--- config.mk ---
export PLATFORM = sky130hd
export DESIGN_NAME = blk_pool_alloc
export DESIGN_NICKNAME = d
export VERILOG_FILES = /design/src/rtl/bpa_pkg.sv /design/src/rtl/bpa_size_decode.sv /design/src/rtl/bpa_run_mask.sv /design/src/rtl/bpa_map_regs.sv /design/src/rtl/blk_pool_alloc.sv
export SDC_FILE = /design/constraint.sdc
export NUM_CORES = 1
export LEC_CHECK = 0
export ABC_AREA = 1
export BUFFER_PORTS_ARGS = -buffer_cell sky130_fd_sc_hd__buf_2
export CAP_MARGIN = 10
export CORE_ASPECT_RATIO = 1.25
export CORE_MARGIN = 2
export CORE_UTILIZATION = 60
export DETAILED_ROUTE_END_ITERATION = 8
export MAX_ROUTING_LAYER = met4
export PLACE_DENSITY = 0.79
export REMOVE_ABC_BUFFERS = 1
export SETUP_SLACK_MARGIN = 0.02
export SYNTH_ARGS = -nofsm -noshare
export SYNTH_HDL_FRONTEND = slang
export SYNTH_HIERARCHICAL = 1
export SYNTH_SLANG_ARGS = --single-unit
--- constraint.sdc ---
create_clock -name clk -period 3.4 [get_ports clk]
set_input_delay 0.17 -clock clk [delete_from_list [all_inputs] [get_ports clk]]
set_output_delay 0.17 -clock clk [all_outputs]
set_load 0.005 [all_outputs]
--- src/rtl/bpa_pkg.sv ---
package bpa_pkg;

   typedef enum logic {
      OP_ALLOC = 1'b0,
      OP_FREE  = 1'b1
   } bpa_op_e;

   typedef enum logic {
      ST_IDLE = 1'b0,
      ST_SCAN = 1'b1
   } bpa_state_e;

endpackage

--- src/rtl/bpa_size_decode.sv ---
// Turns a byte size into a block count, a validity flag and the log2 of
// the power-of-two scan stride.
module bpa_size_decode #(
   parameter int SIZE_W = 16,
   parameter int BLK_SH = 8,
   parameter int POS_W  = 5,
   localparam int LG_W  = $clog2(POS_W + 1)
) (
   input  logic [SIZE_W-1:0] size,
   output logic              ok,
   output logic [POS_W:0]    nblk,
   output logic [LG_W-1:0]   stride_lg
);

   localparam logic [SIZE_W:0] ROUND = (SIZE_W+1)'((1 << BLK_SH) - 1);
   localparam logic [SIZE_W:0] MAXB  = (SIZE_W+1)'(1 << POS_W);

   logic [SIZE_W:0] padded;
   logic [SIZE_W:0] blocks;

   assign padded = {1'b0, size} + ROUND;
   assign blocks = padded >> BLK_SH;
   assign ok     = (blocks != '0) && (blocks <= MAXB);
   assign nblk   = blocks[POS_W:0];

   // descending walk: the last hit is the smallest covering stride
   always_comb begin
      stride_lg = LG_W'(POS_W);
      for (int i = POS_W; i >= 0; i--) begin
         if (blocks <= (SIZE_W+1)'(1 << i)) stride_lg = LG_W'(i);
      end
   end

endmodule

--- src/rtl/bpa_run_mask.sv ---
// Builds the in-word mask of a run of nblk bits starting at pos; bits
// past the word end fall away.
module bpa_run_mask #(
   parameter int WORD_BITS = 32,
   localparam int POS_W    = $clog2(WORD_BITS)
) (
   input  logic [POS_W:0]     nblk,
   input  logic [POS_W-1:0]   pos,
   output logic [WORD_BITS-1:0] mask
);

   logic [POS_W+1:0] lo;
   logic [POS_W+1:0] hi;

   assign lo = {2'b00, pos};
   assign hi = lo + {1'b0, nblk};

   for (genvar b = 0; b < WORD_BITS; b++) begin : g_bit
      assign mask[b] = ((POS_W+2)'(b) >= lo) && ((POS_W+2)'(b) < hi);
   end

endmodule

--- src/rtl/bpa_map_regs.sv ---
// Occupancy bitmap: one bit per block, set by the scan, cleared by frees.
module bpa_map_regs #(
   parameter int WORD_BITS = 32,
   parameter int MAP_WORDS = 2,
   localparam int WIDX_W   = (MAP_WORDS > 1) ? $clog2(MAP_WORDS) : 1
) (
   input  logic                 clk,
   input  logic                 rst_n,
   input  logic                 set_en,
   input  logic [WIDX_W-1:0]    set_word,
   input  logic [WORD_BITS-1:0] set_mask,
   input  logic                 clr_en,
   input  logic [WIDX_W-1:0]    clr_word,
   input  logic [WORD_BITS-1:0] clr_mask,
   output logic [WORD_BITS-1:0] map_q [MAP_WORDS]
);

   always_ff @(posedge clk or negedge rst_n) begin
      if (!rst_n) begin
         for (int w = 0; w < MAP_WORDS; w++) map_q[w] <= '0;
      end else begin
         for (int w = 0; w < MAP_WORDS; w++) begin
            if (set_en && (set_word == WIDX_W'(w)))
               map_q[w] <= map_q[w] | set_mask;
            else if (clr_en && (clr_word == WIDX_W'(w)))
               map_q[w] <= map_q[w] & ~clr_mask;
         end
      end
   end

   // the scan only claims blocks that are currently free
   assert_set_free_R3: assert property (@(posedge clk) disable iff (!rst_n)
      set_en |-> ((map_q[set_word] & set_mask) == '0))
      else $error("claimed run overlaps used blocks");

   assert_set_applied_R3: assert property (@(posedge clk) disable iff (!rst_n)
      set_en |=> ((map_q[$past(set_word)] & $past(set_mask)) == $past(set_mask)))
      else $error("claimed run not marked used");

   assert_clear_applied_R8: assert property (@(posedge clk) disable iff (!rst_n)
      clr_en |=> ((map_q[$past(clr_word)] & $past(clr_mask)) == '0))
      else $error("freed run still marked used");

   assert_set_clr_excl_R8: assert property (@(posedge clk) disable iff (!rst_n)
      !(set_en && clr_en))
      else $error("claim and free in the same cycle");

endmodule

--- src/rtl/blk_pool_alloc.sv ---
module blk_pool_alloc
   import bpa_pkg::*;
#(
   parameter int POOL_BYTES = 16384,
   parameter int MAP_WORDS  = 2,
   parameter int WORD_BITS  = 32,
   parameter int SIZE_W     = 16,
   localparam int OFFS_W    = $clog2(POOL_BYTES) + 1
) (
   input  logic              clk,
   input  logic              rst_n,
   input  logic              req_valid,
   output logic              req_ready,
   input  logic              req_op,
   input  logic [SIZE_W-1:0] req_size,
   input  logic [OFFS_W-1:0] req_offset,
   output logic              rsp_valid,
   output logic [OFFS_W-1:0] rsp_offset
);

   localparam int NBLK      = MAP_WORDS * WORD_BITS;
   localparam int BLK_BYTES = POOL_BYTES / NBLK;
   localparam int BLK_SH    = $clog2(BLK_BYTES);
   localparam int POS_W     = $clog2(WORD_BITS);
   localparam int WIDX_W    = (MAP_WORDS > 1) ? $clog2(MAP_WORDS) : 1;
   localparam int LG_W      = $clog2(POS_W + 1);
   localparam int BIDX_W    = OFFS_W - BLK_SH;
   localparam logic [OFFS_W-1:0] FAIL_OFFS = OFFS_W'(POOL_BYTES);

   // elaboration-time parameter checks
   if ((1 << $clog2(POOL_BYTES)) != POOL_BYTES) begin : g_chk_pool
      $error("POOL_BYTES must be a power of two");
   end
   if ((1 << POS_W) != WORD_BITS) begin : g_chk_word
      $error("WORD_BITS must be a power of two");
   end
   if (MAP_WORDS < 1 || BLK_BYTES * NBLK != POOL_BYTES || BLK_BYTES < 2) begin : g_chk_split
      $error("pool must split into at least 2-byte blocks");
   end
   if (SIZE_W <= POS_W + BLK_SH) begin : g_chk_size
      $error("SIZE_W too narrow for a full-word request");
   end

   // ---------------- request decode ----------------
   logic            dec_ok;
   logic [POS_W:0]  dec_nblk;
   logic [LG_W-1:0] dec_lg;

   bpa_size_decode #(
      .SIZE_W (SIZE_W),
      .BLK_SH (BLK_SH),
      .POS_W  (POS_W)
   ) u_decode (
      .size      (req_size),
      .ok        (dec_ok),
      .nblk      (dec_nblk),
      .stride_lg (dec_lg)
   );

   bpa_state_e        state_q;
   logic [WIDX_W-1:0] word_q;
   logic [POS_W-1:0]  pos_q;
   logic [POS_W:0]    nblk_q;
   logic [LG_W-1:0]   lg_q;
   logic              rsp_valid_q;
   logic [OFFS_W-1:0] rsp_offset_q;

   logic accept, alloc_go, free_go;
   assign req_ready = (state_q == ST_IDLE);
   assign accept    = req_valid && req_ready;
   assign alloc_go  = accept && (req_op == OP_ALLOC);
   assign free_go   = accept && (req_op == OP_FREE);

   // ---------------- bitmap ----------------
   logic [WORD_BITS-1:0] map_w [MAP_WORDS];
   logic                 set_en, clr_en;
   logic [WORD_BITS-1:0] scan_mask, free_mask;
   logic [WIDX_W-1:0]    free_word;
   logic [POS_W-1:0]     free_pos;

   bpa_map_regs #(
      .WORD_BITS (WORD_BITS),
      .MAP_WORDS (MAP_WORDS)
   ) u_map (
      .clk      (clk),
      .rst_n    (rst_n),
      .set_en   (set_en),
      .set_word (word_q),
      .set_mask (scan_mask),
      .clr_en   (clr_en),
      .clr_word (free_word),
      .clr_mask (free_mask),
      .map_q    (map_w)
   );

   // ---------------- scan datapath ----------------
   bpa_run_mask #(.WORD_BITS(WORD_BITS)) u_scan_mask (
      .nblk (nblk_q),
      .pos  (pos_q),
      .mask (scan_mask)
   );

   logic              hit, wrap, last_word;
   logic [POS_W:0]    step, pos_nxt;
   logic [OFFS_W-1:0] hit_offs;

   assign hit       = (map_w[word_q] & scan_mask) == '0;
   assign step      = (POS_W+1)'(1) << lg_q;
   assign pos_nxt   = {1'b0, pos_q} + step;
   assign wrap      = pos_nxt[POS_W];
   assign last_word = (word_q == WIDX_W'(MAP_WORDS - 1));
   assign hit_offs  = OFFS_W'({word_q, pos_q}) << BLK_SH;
   assign set_en    = (state_q == ST_SCAN) && hit;

   // ---------------- free datapath ----------------
   logic [BIDX_W-1:0] free_idx;
   logic              free_in_pool;

   assign free_idx     = BIDX_W'(req_offset >> BLK_SH);
   assign free_in_pool = free_idx < BIDX_W'(NBLK);
   assign free_word    = WIDX_W'(free_idx >> POS_W);
   assign free_pos     = free_idx[POS_W-1:0];
   assign clr_en       = free_go && dec_ok && free_in_pool;

   bpa_run_mask #(.WORD_BITS(WORD_BITS)) u_free_mask (
      .nblk (dec_nblk),
      .pos  (free_pos),
      .mask (free_mask)
   );

   // ---------------- control ----------------
   always_ff @(posedge clk or negedge rst_n) begin
      if (!rst_n) begin
         state_q      <= ST_IDLE;
         word_q       <= '0;
         pos_q        <= '0;
         nblk_q       <= '0;
         lg_q         <= '0;
         rsp_valid_q  <= 1'b0;
         rsp_offset_q <= '0;
      end else begin
         rsp_valid_q <= 1'b0;
         case (state_q)
            ST_IDLE: begin
               if (alloc_go) begin
                  if (dec_ok) begin
                     state_q <= ST_SCAN;
                     word_q  <= '0;
                     pos_q   <= '0;
                     nblk_q  <= dec_nblk;
                     lg_q    <= dec_lg;
                  end else begin
                     rsp_valid_q  <= 1'b1;
                     rsp_offset_q <= FAIL_OFFS;
                  end
               end
            end
            ST_SCAN: begin
               if (hit) begin
                  state_q      <= ST_IDLE;
                  rsp_valid_q  <= 1'b1;
                  rsp_offset_q <= hit_offs;
               end else if (wrap) begin
                  if (last_word) begin
                     state_q      <= ST_IDLE;
                     rsp_valid_q  <= 1'b1;
                     rsp_offset_q <= FAIL_OFFS;
                  end else begin
                     word_q <= word_q + WIDX_W'(1);
                     pos_q  <= '0;
                  end
               end else begin
                  pos_q <= pos_nxt[POS_W-1:0];
               end
            end
            default: state_q <= ST_IDLE;
         endcase
      end
   end

   assign rsp_valid  = rsp_valid_q;
   assign rsp_offset = rsp_offset_q;

   // ---------------- assertions ----------------
   assert_rsp_idle_R7: assert property (@(posedge clk) disable iff (!rst_n)
      rsp_valid_q |-> (state_q == ST_IDLE))
      else $error("response while a scan is still running");

   assert_offset_aligned_R4: assert property (@(posedge clk) disable iff (!rst_n)
      (rsp_valid_q && (rsp_offset_q != FAIL_OFFS)) |->
         ((rsp_offset_q[BLK_SH-1:0] == '0) &&
          (((rsp_offset_q >> BLK_SH) & ((OFFS_W'(1) << lg_q) - OFFS_W'(1))) == '0)))
      else $error("offset not aligned to its stride");

   assert_fail_code_R6: assert property (@(posedge clk) disable iff (!rst_n)
      rsp_valid_q |-> (rsp_offset_q <= FAIL_OFFS))
      else $error("offset beyond the failure code");

endmodule

; After elaboration in Yosys (flattened, before gate mapping)
; Index checks and enable logic that the tools add are counted.
[op_classes]
n_addsub = 5
bitwise = 11
n_lt_le_gt_ge = 136
muxes = 42
n_reduce_logical = 83
n_eq_ne = 8
n_shift = 1
[ops]
columns = op, count
row1 = "less-than comparator 5 x 7 -> 1 bit, first input constant", 32
row2 = two-way mux 32 bit, 7
row3 = "greater-or-equal comparator 5 bit, first input constant", 32
row4 = "less-than comparator 4 x 7 -> 1 bit, first input constant", 16
row5 = AND 32 bit, 3
row6 = "greater-or-equal comparator 4 x 5 -> 1 bit, first input constant", 16
row7 = logical AND 1 bit, 75
row8 = two-way mux 15 bit, 5
row9 = OR 32 bit, 2
row10 = "less-than comparator 3 x 7 -> 1 bit, first input constant", 8
row11 = "greater-or-equal comparator 3 x 5 -> 1 bit, first input constant", 8
row12 = logical NOT 32 bit, 1
row13 = inverter 32 bit, 1
row14 = case mux 15 bit (2 select lines), 1
row15 = "less-than comparator 1 x 7 -> 1 bit, first input constant", 4
row16 = "less-than comparator 2 x 7 -> 1 bit, first input constant", 4
row17 = two-way mux 5 bit, 5
row18 = "greater-or-equal comparator 1 x 5 -> 1 bit, first input constant", 4
row19 = "greater-or-equal comparator 2 x 5 -> 1 bit, first input constant", 4
row20 = "adder 16 x 8 -> 17 bit, second input constant", 1
row21 = nonzero test 17 bit, 1
row22 = two-way mux 1 bit, 16
row23 = adder 5 x 6 -> 7 bit, 2
row24 = two-way mux 3 bit, 4
row25 = 22 further kinds, 34
[word_totals]
out_inout_bits = 17
register_bits = 96
wordCells = 295
inputBits = 35

; Depth between registers and ports, before layout
[logic_depth]
ltp_word = 9
mapped_depth = 24

; Hierarchy
; Netlist, hierarchy kept.
[modules_own_cells]
columns = module, area_per_inst_um2, instances, seq_area_each_um2, cells_per_inst
row1 = bpa_map_regs, 2796.4, 1, 1601.5, 347
row2 = blk_pool_alloc, 2157.1, 1, 600.6, 338
row3 = bpa_run_mask (u_free_mask), 997.2, 1, 0.0, 209
row4 = bpa_run_mask (u_scan_mask), 970.9, 1, 0.0, 208
row5 = bpa_size_decode, 653.1, 1, 0.0, 140

; Worst setup path before layout
; OpenSTA, ideal clock, no wires.
[synth_path]
path_type = reg2reg
start = register pos_q[0]
end = register u_map/map_q[15] (netlist bit)
n_path_buf = 2
slack_ns = 0.365
t_required_ns = 3.335
path_stages_with_launch = 24
setup_ns = 0.065
t_arrival_ns = 2.970
path_cell_list = dfrtp_1 -> ha_1 -> fa_1 -> nand3_1 -> nand2_1 -> nand2_1 -> nand3_2 -> nand2_2 -> buf_6 -> nand2_2 -> nor2_1 -> nor2_1 -> nand3_1 -> nand2_1 -> nor2_1 -> nand2_1 -> nor2_2 -> nand3_4 -> inv_2 -> nand2_1 -> buf_2 -> nand3_1 -> nand2_1 -> nand2_1
[synth_between]
elab_chain_len = 8
elab_cells_between_ends = 104
[synth_rtl]
columns = item, line
row1 = from (decl), blk_pool_alloc.sv:62  ; logic [POS_W-1:0] pos_q;
row2 = from (signal assigned), blk_pool_alloc.sv:173  ; pos_q <= pos_nxt[POS_W-1:0];
row3 = adder 5 x 6 -> 7 bit, bpa_run_mask.sv:16  ; assign hi = lo + {1'b0, nblk};
row4 = less-than comparator 4 x 7 -> 1 bit, bpa_run_mask.sv:19  ; assign mask[b] = ((POS_W+2)'(b) >= lo) && ((POS_W+2)'(b) < hi);
row5 = logical AND 1 bit (*), bpa_run_mask.sv:19
row6 = via scan_mask[9], blk_pool_alloc.sv:77  ; logic [WORD_BITS-1:0] scan_mask, free_mask;
row7 = AND 32 bit (*), blk_pool_alloc.sv:107  ; assign hit = (map_w[word_q] & scan_mask) == '0;
row8 = logical NOT 32 bit (*), blk_pool_alloc.sv:107
row9 = logical AND 1 bit (*), blk_pool_alloc.sv:113  ; assign set_en = (state_q == ST_SCAN) && hit;
row10 = via set_en, blk_pool_alloc.sv:76  ; logic set_en, clr_en;
row11 = logical AND 1 bit (*), bpa_map_regs.sv:23  ; if (set_en && (set_word == WIDX_W'(w)))
row12 = two-way mux 32 bit or nonzero test 2 bit (tied branches), n/a
row13 = "to (signal, indexed assignment)", bpa_map_regs.sv:24  ; map_q[w] <= map_q[w] | set_mask;
row14 = "to (signal, indexed assignment)", bpa_map_regs.sv:26  ; map_q[w] <= map_q[w] & ~clr_mask;
row15 = to (decl), bpa_map_regs.sv:15  ; output logic [WORD_BITS-1:0] map_q [MAP_WORDS]
; The timed path passes the listed nets; every way through them passes the cells marked *.
; A chain may end at the register's enable or synchronous reset.

; Worst setup path in the final report
[layout_path]
start = register nblk_q[0]
end = register u_map/map_q[24] (netlist bit)
[layout_between]
elab_chain_len = 8
elab_cells_between_ends = 72
[layout_rtl]
columns = item, line
row1 = from (decl), blk_pool_alloc.sv:63  ; logic [POS_W:0] nblk_q;
row2 = from (signal assigned), blk_pool_alloc.sv:150  ; nblk_q <= dec_nblk;
row3 = adder 5 x 6 -> 7 bit (*), bpa_run_mask.sv:16
row4 = less-than comparator 5 x 7 -> 1 bit (*), bpa_run_mask.sv:19
row5 = logical AND 1 bit (*), bpa_run_mask.sv:19
row6 = via scan_mask[21], blk_pool_alloc.sv:77
row7 = AND 32 bit (*), blk_pool_alloc.sv:107
row8 = logical NOT 32 bit (*), blk_pool_alloc.sv:107
row9 = logical AND 1 bit (*), blk_pool_alloc.sv:113
row10 = via set_en, blk_pool_alloc.sv:76
row11 = logical AND 1 bit (*), bpa_map_regs.sv:23
row12 = two-way mux 32 bit or nonzero test 2 bit (tied branches), n/a
; Marks and branches as above.

==> flow_summary_export.csv <==
group,metric,value,unit
floorplanning,die_w,104.5,microns
global_routing,grt_antenna_before_repair,0,
global_routing,grt_pass1_wl,35580,microns
yosys,syn_inst,1242,
cells_and_area,drive_gt1_share,19.98,%
critical_path,cp_cell_sequence,"ha_4 > fa_2 > nand3_2 > nand2_2 > nand2_2 > nand3_2 > nand2_4 > buf_6 > nand2_4 > buf_6 > nor2_2 > nor2_2 > nand3_1 > nand2_1 > nor2_2 > nand2_2 > nor2_4 > nand3_4 > inv_6 > nand2_4 > buf_12 > nand3_1 > nand2_1 > nand2_1",
drt,wl_per_cell,16.09,microns
min_path,min_to,"nblk_q[5]$_DFFE_PN0P_",
clock_tree,numCtsBuffers,9,
critical_path,path_max_fanout,21,
yosys,async_flop_share,100.0,%
sta,hold_viol,0,
yosys,yosys_register_bits,88,
floorplanning,rows,45,
yosys,synth_seq_area_share,29.07,%
clock_tree,root_buffer,"clkbuf_16",
pwr,power_density,544.4,nW/um^2
placement,dp.cells,1457,
sta,period_needed,3.388,ns
drt,via_per_inst,5.569,
cells_and_area,postLayoutCellArea,9159,sq um
pwr,p_leak,4.964,nW
yosys,synth.most_common_cell,"nand2_1",
global_routing,grt_pass1_vias,7523,
critical_path,crit_path_end_kind,"flip-flop",
global_routing,overflow,0,
clock_tree,htreeDepth,3,
cells_and_area,antennaDiodeCount,0,
placement,dp_hpwl,15690,microns
clock_tree,clock_sinks,88,
critical_path,critPathArrivalTime,3.68,ns
floorplanning,io_pins,52,
sta,fmax,295.2,MHz
sta,rsz0062_at_grt,"true",
pwr,power,4.986,mW
placement,placed_area,8169,sq um
min_path,min_from,"req_size[13]",
global_routing,grt_max_degree,74,
critical_path,rr_endpoint,"u_map/map_q[24]$_DFFE_PN0P_",
placement,io_buffer_count,35,
drt,wirelength,24060,microns
floorplanning,core,12220,sq um
floorplanning,initial_core_util,62.00,%
critical_path,critPathBufInv,4,
sta,whs,0.3228,ns
flow_run,drv_cap,0,
run_status,status,"complete, no violations",
critical_path,slowest_delay,0.42,ns
placement,gp_congestion,1.033,
pwr,irDropWorstVdd,303.2,uV
yosys,yosysTopAreaCellShare,29.07,%
critical_path,path_delay_family,"simple AND/OR/NAND/NOR gates",
yosys,synth_edf_count,0,
critical_path,r2r_slack,0.01,ns
drt,drt_iter0_drc,806,
yosys,synth_top_cell_by_area,"dfrtp_1",
cells_and_area,syn_to_final_growth,20.91,%
drt,drc_errors,0,
critical_path,cp.required,3.69,ns
critical_path,worstSetupPathType,"reg2reg",
clock_tree,cts.clk_slew.worst_paths,0.07,ns
critical_path,start_kind,"flip-flop",
yosys,synth_ff_type,"dfrtp_1",
sta,finClkSkew,0.01264,ns
floorplanning,die_area,13540,sq um
yosys,synth_common_cells,"nand2_1, inv_1, nand3_1, nor2_1, dfrtp_1",
sta,worst_pin_slew,0.9629,ns
sta,finalCritPeriodShare,99.64,%
yosys,yosysUniqueCellTypes,42,
yosys,synth.area.top_cells,"dfrtp_1, nand2_1, nand3_1",
critical_path,crit_slowest_cell,"dfrtp_1",
sta,final-setup-viol-count,0,
yosys,syn_area_per_cell,6.099,sq um
cells_and_area,nets,1379,
critical_path,cp_num_cells,24,
clock_tree,tritoncts,"yes",
critical_path,reg2reg_from,"nblk_q[0]$_DFFE_PN0P_",
min_path,min_path_cells,4,
min_path,hold_path_class,"in2reg",
drt,final_antenna_net_count,0,
global_routing,grtUsageTotal,33.94,%
sta,slew_headroom,35.81,%
drt,vias,8325,
cells_and_area,finish.utilization,74.96,%
drt,first_pass_iters,8,
yosys,synth_warnings,6,
critical_path,ff2ff_path_depth,24,
floorplanning,die_h,129.6,microns
sta,finalMaxSlewViolations,0,
clock_tree,clk_path_buf_depth,2,
cells_and_area,instances_no_fill,1495,
yosys,syn_area,7575,sq um
clock_tree,clk_latency,0.36,ns
-- per-stage QoR --
stage	TNS, ns	setup slack, ns
2_1_floorplan	-24.36	-0.5277
3_3_place_gp	0	0.06260
3_5_place_dp	-0.7539	-0.04770
4_1_cts	0	0.02980
5_1_grt	-2.362	-0.08119
6_report	0	0.01235
-- worst max path at each step --
stage                     slack (ns)                   from                           to
after detailed placement       -0.05  nblk_q[0]$_DFFE_PN0P_  u_map/map_q[18]$_DFFE_PN0P_
after global placement          0.06  nblk_q[0]$_DFFE_PN0P_  u_map/map_q[13]$_DFFE_PN0P_
after floorplan                -0.53   pos_q[0]$_DFFE_PN0P_   u_map/map_q[0]$_DFFE_PN0P_
after global routing           -0.08  nblk_q[2]$_DFFE_PN0P_  u_map/map_q[24]$_DFFE_PN0P_
final                           0.01  nblk_q[0]$_DFFE_PN0P_  u_map/map_q[24]$_DFFE_PN0P_
after CTS                       0.03  nblk_q[0]$_DFFE_PN0P_  u_map/map_q[14]$_DFFE_PN0P_
-- kinds of logic (layout without fill, tap and decap cells) --
group                    after synthesis  count (layout)  synth area share (%)
XOR/XNOR                               3               3                0.3469
flip-flops                            88              88                 29.07
adder cells (fa/ha/maj)               18              18                 3.271
buffers and inverters                235             317                 13.53
multiplexers                           6               6                0.8919
AND/OR/NAND/NOR                      820             820                 47.49
other                                  1               8               0.04951
AO/OA/AOI/OAI                         71              71                 5.352
-- area by class of cell --
| type | count | area, sq um |
|---|---|---|
| Clock buffer | 9 | 225.2 |
| Clock inverter | 7 | 85.08 |
| Fill cell | 1034 | 3059 |
| Inverter | 189 | 734.5 |
| Multi-Input combinational cell | 926 | 4668 |
| Sequential cell | 88 | 2202 |
| Tap cell | 164 | 205.2 |
| Timing Repair Buffer | 112 | 1039 |
-- what timing repair did --
item	CTS	global route
hold endpoints to repair	10	0
setup buffers	2	11
pin swaps	1	31
setup endpoints to repair	45	77
cloned	0	8
hold buffers	1	0
gates resized for setup	8	106
-- power by group --
group	internal, mW	leakage (nW)	switching [mW]
logic	0.985	3.91	1.59
registers	1.22	0.909	0.137
clock network	0.586	0.146	0.475
total	2.79	4.96	2.20
-- layer usage --
layer  vias to the layer above  GRT usage [%]  share of wire (%)
met1                      3802          38.06                 38
met5                         -              -                  0
li1                       4009              -                  -
met4                         0          20.83                7.3
met2                       403          56.86                 47
met3                       111          5.734                7.7
-- state kept, by name (all words and copies together) (netlist names) --
name	flops
rsp_offset	7
last_word	1
nblk_q	6
rsp_valid	1
state_q	1
lg_q	3
pos_q	5
u_map/map_q	64
-- worst reg2reg max path, delay by kind of cell (launching register included) --
family / cells / cell delay (ns)
fa+ha+maj: 2 / 0.60
buf+inv: 4 / 0.53
flops: 1 / 0.42
simple gates: 18 / 1.78
-- cells in the final DEF, fill, tap and decap left out, drive strengths merged --
cell type,instances
o31ai,4
or2,13
nand2,471
o21ai,21
clkinv,4
nand3,151
a31oi,7
clkinvlp,2
mux2,6
nor2,150
o2111ai,1
nand3b,4
clkbuf,16
nand4,18
xnor2,1
buf,104
dlygate4sd3,1
a31o,1
and3,1
xor2,2
inv,189
bufinv,1
nor3,11
dfrtp,88
conb,8
a21oi,35
ha,15
o211ai,2
fa,3
nor4b,1
No activity file was read; power rests on OpenSTA's default activity.
